File: src/rtl/yr_pkg.sv
package yr_pkg;
    localparam int unsigned BCD_W     = 4;
    localparam int unsigned YR_DIGITS = 4;
    localparam int unsigned YR_W      = BCD_W * YR_DIGITS;
    localparam int unsigned TENS_IDX  = 1;
    localparam int unsigned UNITS_IDX = 0;

    typedef logic [BCD_W-1:0] bcd_t;

    typedef struct packed {
        bcd_t [YR_DIGITS-1:0] digits;
    } yr_state_t;
endpackage

File: src/rtl/yr_bcd_digit.sv
module yr_bcd_digit
    import yr_pkg::*;
(
    input  bcd_t cur_i,
    input  logic cin_i,
    output bcd_t nxt_o
);
    localparam bcd_t TOP_DIGIT = bcd_t'(9);

    always_comb begin
        nxt_o = cur_i;
        if (cin_i) begin
            if (cur_i >= TOP_DIGIT) nxt_o = '0;
            else                    nxt_o = cur_i + bcd_t'(1);
        end
    end
endmodule

File: src/rtl/yr_bcd_incr.sv
module yr_bcd_incr
    import yr_pkg::*;
#(
    parameter int unsigned NDIG = YR_DIGITS
) (
    input  bcd_t [NDIG-1:0] cur_i,
    output bcd_t [NDIG-1:0] nxt_o
);
    localparam bcd_t TOP_DIGIT = bcd_t'(9);

    logic [NDIG-1:0] cin;

    assign cin[0] = 1'b1;

    for (genvar g = 0; g < NDIG; g++) begin : g_dig
        if (g > 0) begin : g_chain
            assign cin[g] = cin[g-1] & (cur_i[g-1] >= TOP_DIGIT);
        end
        yr_bcd_digit u_digit (
            .cur_i (cur_i[g]),
            .cin_i (cin[g]),
            .nxt_o (nxt_o[g])
        );
    end
endmodule

File: src/rtl/yr_leap_detect.sv
module yr_leap_detect
    import yr_pkg::*;
(
    input  logic tens_odd_i,
    input  bcd_t units_i,
    output logic leap_o
);
    logic units_mult4;
    logic units_2mod4;

    always_comb begin
        units_mult4 = (units_i == bcd_t'(0)) || (units_i == bcd_t'(4)) ||
                      (units_i == bcd_t'(8));
        units_2mod4 = (units_i == bcd_t'(2)) || (units_i == bcd_t'(6));
        leap_o      = tens_odd_i ? units_2mod4 : units_mult4;
    end
endmodule

File: src/rtl/yr_bcd_counter.sv
module yr_bcd_counter
    import yr_pkg::*;
(
    input  logic            clk,
    input  logic            yr_carry_i,
    input  logic            run_en_i,
    input  logic            wr_stb_i,
    input  logic [YR_W-1:0] wr_data_i,
    output logic [YR_W-1:0] year_o,
    output logic            leap_o
);
    yr_state_t st_d, st_q;
    bcd_t [YR_DIGITS-1:0] inc_digits;

    yr_bcd_incr #(.NDIG(YR_DIGITS)) u_incr (
        .cur_i (st_q.digits),
        .nxt_o (inc_digits)
    );

    always_comb begin
        st_d = st_q;
        if (!run_en_i) begin
            if (wr_stb_i) st_d.digits = wr_data_i;
        end else if (yr_carry_i) begin
            st_d.digits = inc_digits;
        end
    end

    always_ff @(posedge clk) begin
        st_q <= st_d;
    end

    yr_leap_detect u_leap (
        .tens_odd_i (st_q.digits[TENS_IDX][0]),
        .units_i    (st_q.digits[UNITS_IDX]),
        .leap_o     (leap_o)
    );

    assign year_o = st_q.digits;
endmodule

File: config.mk
export PLATFORM = sky130hd
export DESIGN_NAME = yr_bcd_counter
export DESIGN_NICKNAME = d
export VERILOG_FILES = /design/src/rtl/yr_pkg.sv /design/src/rtl/yr_bcd_digit.sv /design/src/rtl/yr_bcd_incr.sv /design/src/rtl/yr_leap_detect.sv /design/src/rtl/yr_bcd_counter.sv
export SDC_FILE = /design/constraint.sdc
export NUM_CORES = 1
export LEC_CHECK = 0
export ABC_AREA = 0
export CELL_PAD_IN_SITES_DETAIL_PLACEMENT = 1
export CELL_PAD_IN_SITES_GLOBAL_PLACEMENT = 1
export CORE_ASPECT_RATIO = 0.5
export CORE_UTILIZATION = 37
export CTS_BUF_LIST = sky130_fd_sc_hd__clkbuf_16
export CTS_CLUSTER_SIZE = 30
export DETAILED_ROUTE_END_ITERATION = 8
export PLACE_DENSITY = 0.84
export SLEW_MARGIN = 20
export SYNTH_ARGS = -nofsm -noshare
export SYNTH_HDL_FRONTEND = slang
export SYNTH_HIERARCHICAL = 1
export SYNTH_SLANG_ARGS = --single-unit
export TNS_END_PERCENT = 50
File: constraint.sdc
create_clock -name clk -period 3.6 [get_ports clk]
set_clock_uncertainty 0.2 [all_clocks]
set_input_delay 0.72 -clock clk [delete_from_list [all_inputs] [get_ports clk]]
set_output_delay 0.72 -clock clk [all_outputs]
set_load 0.01 [all_outputs]
==> metrics.cfg, run 1 <==
[hold_path]
min_path_type = register to register
min_from = year_o[14]

[yosys]
synth_edf_count = 16
avgSynthCellArea_um2 = 11.2
yosys_warnings = 6
synth.cell_area_mm2 = 0.00139
yosysSeqAreaShare = 0.347
synth_ff_type = edfxtp_1
async_reset_ff_frac = 0
synth_seq_cells = 16
syn-num-nets = 156
synthCells = 124
synth_cell_types = 26

[pwr]
p_seq_frac = 0.383
switching_share = 0.287
vdd_drop_max_uv = 159
p_int_uw = 517
p_leak_uw = 0.000716
p_per_area_mw_per_mm2 = 393
power.switching_uw = 208
combPwrFrac = 0.315
power_frac_clock = 0.303

[floorplan]
die_x_um = 88.5
ios = 37
die-area_mm2 = 0.00401
die_h_um = 45.3
rows = 15
initial_utilization = 0.395
core-area_mm2 = 0.00351

[sta]
finalHoldViolations = 0
rsz0062_at_grt = no
finalCritPeriodShare = 0.762
final.min_clock_period_ns = 2.74
fmax_mhz = 365
fin_tns_setup_ns = 0
slew_violations = 0
holdWs_ns = 0.603
final-setup-viol-count = 0

[setup_path]
end_kind = primary output
critPathRequiredTime_ns = 2.68
worstPathMaxFanout = 10
reg2reg_from = year_o[0]
worstSetupPathType = register to primary output
start_kind = register
cp.arrival_ns = 1.82
r2r_slack_ns = 1.08
cp-startpoint = year_o[3]

[global_routing]
antenna_found_initial = 0
grtUsageTotal = 0.191
grt_pass1_wl_mm = 5.59
grt_pass1_vias = 1110
grt_overflow = 0
grt_max_degree = 17

[final_layout]
layout.nets = 192
largest_reg_flops = 16
num-fill-cells = 387
seqCellArea_um2 = 480
final_cell_mix = clkdlybuf4s50_1 (36), edfxtp_1 (16), inv_1 (12), ha_1 (12), mux2_4 (10)
finish.utilization = 0.525
layout-drive-gt1-share = 0.220
finalNonFillerCells = 210
mostFrequentLayoutCell = clkdlybuf4s50_1
antenna_cells = 0
multi_input_area_um2 = 808
final_cell_area_mm2 = 0.00184
syn_to_final_growth_pct = 33.2

[drt]
antenna_left = 0
vias_per_cell = 5.25
route.detailed.drc = 0
vias = 1103
drtPass1Iterations = 4
wl_per_cell_um = 16.2
wl_mm = 3.41
drt_iter0_drc = 60

[placement]
dpl.hpwl_mm = 2.53
placed_cell_area_mm2 = 0.00177
routabilityCongestion = 0.696
dp.cells = 206
port-buffer-count = 36

[clock_tree]
ctsHtreeMaxLevel = 1
hold_buffers = 0
clockBufferDepth = 2
cts.repair.resized = 0
clk_latency_ns = 0.25
cts_tree = done
path_clk_slew_ns = 0.05
cts_made_buffers = 3
cts_setup_buffers = 0
cts.sink_count = 16
root_buffer = clkbuf_16

[status]
status = complete, no violations

[run]
drv_cap = 0

-- layer usage --
layer | up-vias | share of wire | wire length (um) | GRT usage
li1 | 530 | - | - | -
met1 | 549 | 0.46 | 1580 | 0.249
met2 | 20 | 0.50 | 1700 | 0.335
met3 | 4 | 0.026 | 90 | 0.0347
met4 | 0 | 0.010 | 34 | 0.0484
met5 | - | 0 | 0 | 0
-- synth_stat cells (all sizes together) (2+ instances only) --
master | number | share of area
ha | 12 | 0.11
or3b | 4 | 0.033
xnor2 | 4 | 0.025
a22o | 4 | 0.029
o21ai | 8 | 0.029
a41oi | 4 | 0.025
a21oi | 5 | 0.032
edfxtp | 16 | 0.35
inv | 12 | 0.033
o21bai | 4 | 0.022
nor2 | 4 | 0.011
clkbuf | 4 | 0.014
nand2 | 8 | 0.022
mux2 | 17 | 0.17
a31oi | 8 | 0.036
buf | 2 | 0.023
-- path summary, 6_finish.rpt --
check,to,cells after the start
hold reg to reg,year_o[14],2
hold / removal,year_o[14],2
setup reg to reg,year_o[14],5
setup / recovery,leap_o,3
-- cells by family (layout without fill, tap and decap cells) --
logic type | count (synthesis) | count (layout) | share of synthesized area
muxes | 17 | 17 | 0.165
xor gates and xnor gates | 4 | 4 | 0.0253
adders and majority gates | 12 | 12 | 0.108
AOI/OAI and AO/OA | 37 | 37 | 0.199
other | 1 | 1 | 0.00271
and+or+nand+nor | 19 | 19 | 0.0831
buffers and inverters | 18 | 53 | 0.0696
DFF | 16 | 16 | 0.347
-- cell type report --
class,instances,area share
sequential,16,0.261
tap,51,0.0346
timing repair buffer,37,0.199
clock inverter,1,0.00204
multi-input combinational,90,0.438
inverter,12,0.0244
clock buffer,3,0.0407
-- stage by stage --
step                      worst slack [ns]  total power [uW]
after detailed placement              1.10               507
after global placement                1.12               494
after floorplan                       1.41               413
after CTS                            0.852               729
after global routing                 0.802               761
final                                0.857               725
-- power by group through the flow --
stage / Combinational (uW) / Sequential (uW) / Clock, uW
global route: 248 / 283 / 230
CTS: 229 / 277 / 222
finish: 228 / 277 / 219
floorplan: 134 / 278 / 0
detailed placement: 226 / 280 / 0
global placement: 215 / 279 / 0
-- critical path: stages, from the launching register on --
cell	delay (ns)
edfxtp_1	0.53
a211o_1	0.36
a21oi_2	0.13
clkdlybuf4s50_1	0.55
No activity file was read; power rests on OpenSTA's default activity.
==> inputs of run 2 (changes only) <==
clock period = 2.9 ns   (was 3.6 ns; I/O delays follow)
==> run 2 against run 1 <==
- final area rose by 0.41%
- register-to-register slack worse by 0.66 ns
- via count is 0.18% lower
- clock power increased by 24%
- wire length rose by 0.79%
- largest cell class unchanged
==> metrics.cfg, run 2 (synthesis gave the netlist of run 1 again) <==
[drt]
wl_per_cell_um = 16.3  ; was 16.2 um
drt_iter0_drc = 63  ; was 60
route.detailed.drc = 0  ; unchanged
vias = 1101  ; was 1103
wl_mm = 3.43  ; was 3.41 mm
drtPass1Iterations = 4  ; unchanged
vias_per_cell = 5.22  ; was 5.25
antenna_left = 0  ; unchanged

[final_layout]
seqCellArea_um2 = 480  ; unchanged
finalNonFillerCells = 211  ; was 210
syn_to_final_growth_pct = 33.7  ; was 33.2%
antenna_cells = 0  ; unchanged
layout.nets = 193  ; was 192
final_cell_mix = clkdlybuf4s50_1 (36), edfxtp_1 (16), inv_1 (12), ha_1 (12), mux2_4 (10)  ; unchanged
final_cell_area_mm2 = 0.00185  ; was 0.00184 mm2
largest_reg_flops = 16  ; unchanged
mostFrequentLayoutCell = clkdlybuf4s50_1  ; unchanged
multi_input_area_um2 = 808  ; unchanged
num-fill-cells = 387  ; unchanged
layout-drive-gt1-share = 0.225  ; was 0.220

[run]
drv_cap = 0  ; unchanged

[sta]
fmax_mhz = 389
slew_violations = 0  ; unchanged
finalHoldViolations = 0  ; unchanged
rsz0062_at_grt = no  ; unchanged
final-setup-viol-count = 0  ; unchanged
fin_tns_setup_ns = 0  ; unchanged
final.min_clock_period_ns = 2.57
finalCritPeriodShare = 0.887
holdWs_ns = 0.627  ; was 0.603 ns

[clock_tree]
cts_tree = done  ; unchanged
hold_buffers = 0  ; unchanged
ctsHtreeMaxLevel = 1  ; unchanged
path_clk_slew_ns = 0.05  ; about the same
cts.repair.resized = 0  ; unchanged
cts_setup_buffers = 0  ; unchanged
root_buffer = clkbuf_16  ; unchanged
clk_latency_ns = 0.25  ; about the same
cts_made_buffers = 3  ; unchanged
cts.sink_count = 16  ; unchanged
clockBufferDepth = 2  ; unchanged

[floorplan]
ios = 37  ; unchanged
die-area_mm2 = 0.00401  ; unchanged
rows = 15  ; unchanged
core-area_mm2 = 0.00351  ; unchanged
die_h_um = 45.3  ; unchanged
die_x_um = 88.5  ; unchanged
initial_utilization = 0.395  ; unchanged

[global_routing]
antenna_found_initial = 0  ; unchanged
grtUsageTotal = 0.187  ; was 0.191
grt_overflow = 0  ; unchanged
grt_pass1_wl_mm = 5.60  ; was 5.59 mm
grt_max_degree = 17  ; unchanged
grt_pass1_vias = 1130  ; was 1110

[placement]
routabilityCongestion = 0.718  ; was 0.696
port-buffer-count = 36  ; unchanged
dpl.hpwl_mm = 2.45  ; was 2.53 mm
placed_cell_area_mm2 = 0.00177  ; about the same
dp.cells = 207  ; was 206

[pwr]
vdd_drop_max_uv = 209  ; was 159 uV
p_per_area_mw_per_mm2 = 486  ; was 393 mW/mm2
p_leak_uw = 0.000720  ; was 0.000716 uW

[setup_path]
start_kind = register  ; unchanged
critical_path.slowest_cell = edfxtp_1  ; was clkdlybuf4s50_1
worstPathMaxFanout = 10  ; unchanged
cp.arrival_ns = 1.79  ; was 1.82 ns
slowest_delay_ns = 0.54  ; was 0.55 ns
critPathRequiredTime_ns = 2.12  ; was 2.68 ns
path_cells = a211o_1, a21oi_2, clkdlybuf4s50_1  ; unchanged
end_kind = primary output  ; unchanged
worstSetupPathType = register to primary output  ; unchanged

[hold_path]
min_path_type = register to register  ; unchanged

[status]
status = complete, no violations  ; unchanged

==> run 2: changes by cell type in the layout (fill, tap and decap cells not counted), sizes merged <==
| cell | before | now |
|---|---|---|
| buf | 1 | 2 |
==> run 2: path summary, 6_finish.rpt <==
check,slack (ns),to,from,cells past startpoint
setup / recovery,0.33,leap_o,year_o[4],3
hold / removal,0.63,year_o[14],year_o[14],2
setup reg to reg,0.42,year_o[14],year_o[0],5
hold reg to reg,0.63,year_o[14],year_o[14],2
==> run 2: critical path, delay by kind of cell, from the launching register on <==
family          cells  cell delay (ns)
flops               1             0.54
compound gates      2             0.47
buf+inv             1             0.54
==> run 2: metrics by stage <==
step	setup slack, ns	utilization	total power [uW]
after CTS	0.318	0.528	905
after global routing	0.247	0.528	945
final	0.327	0.528	899
after detailed placement	0.467	0.505	627
after floorplan	0.709	-	512
after global placement	0.540	0.505	614
==> run 2: final cells by class <==
cell class / count / share of cell area
clock buffer: 3 / 0.0405
timing repair buffer: 38 / 0.203
clock inverter: 1 / 0.00203
tap: 51 / 0.0345
inverter: 12 / 0.0243
multi-input combinational: 90 / 0.436
sequential: 16 / 0.259
==> run 2: layer usage <==
metal,wire (um),GRT usage,vias to the layer above
li1,-,-,536
met1,1670,0.249,545
met2,1660,0.326,18
met3,90,0.0384,2
met4,16,0.0258,0
met5,0,0,-
==> run 2: power by group <==
group          internal (uW)  total [uW]  leakage, uW  switching (uW)
sequential               292         343     0.000158            50.5
combinational            167         284     0.000524             117
clock                    183         272    0.0000385            89.0
total                    642         899     0.000720             257
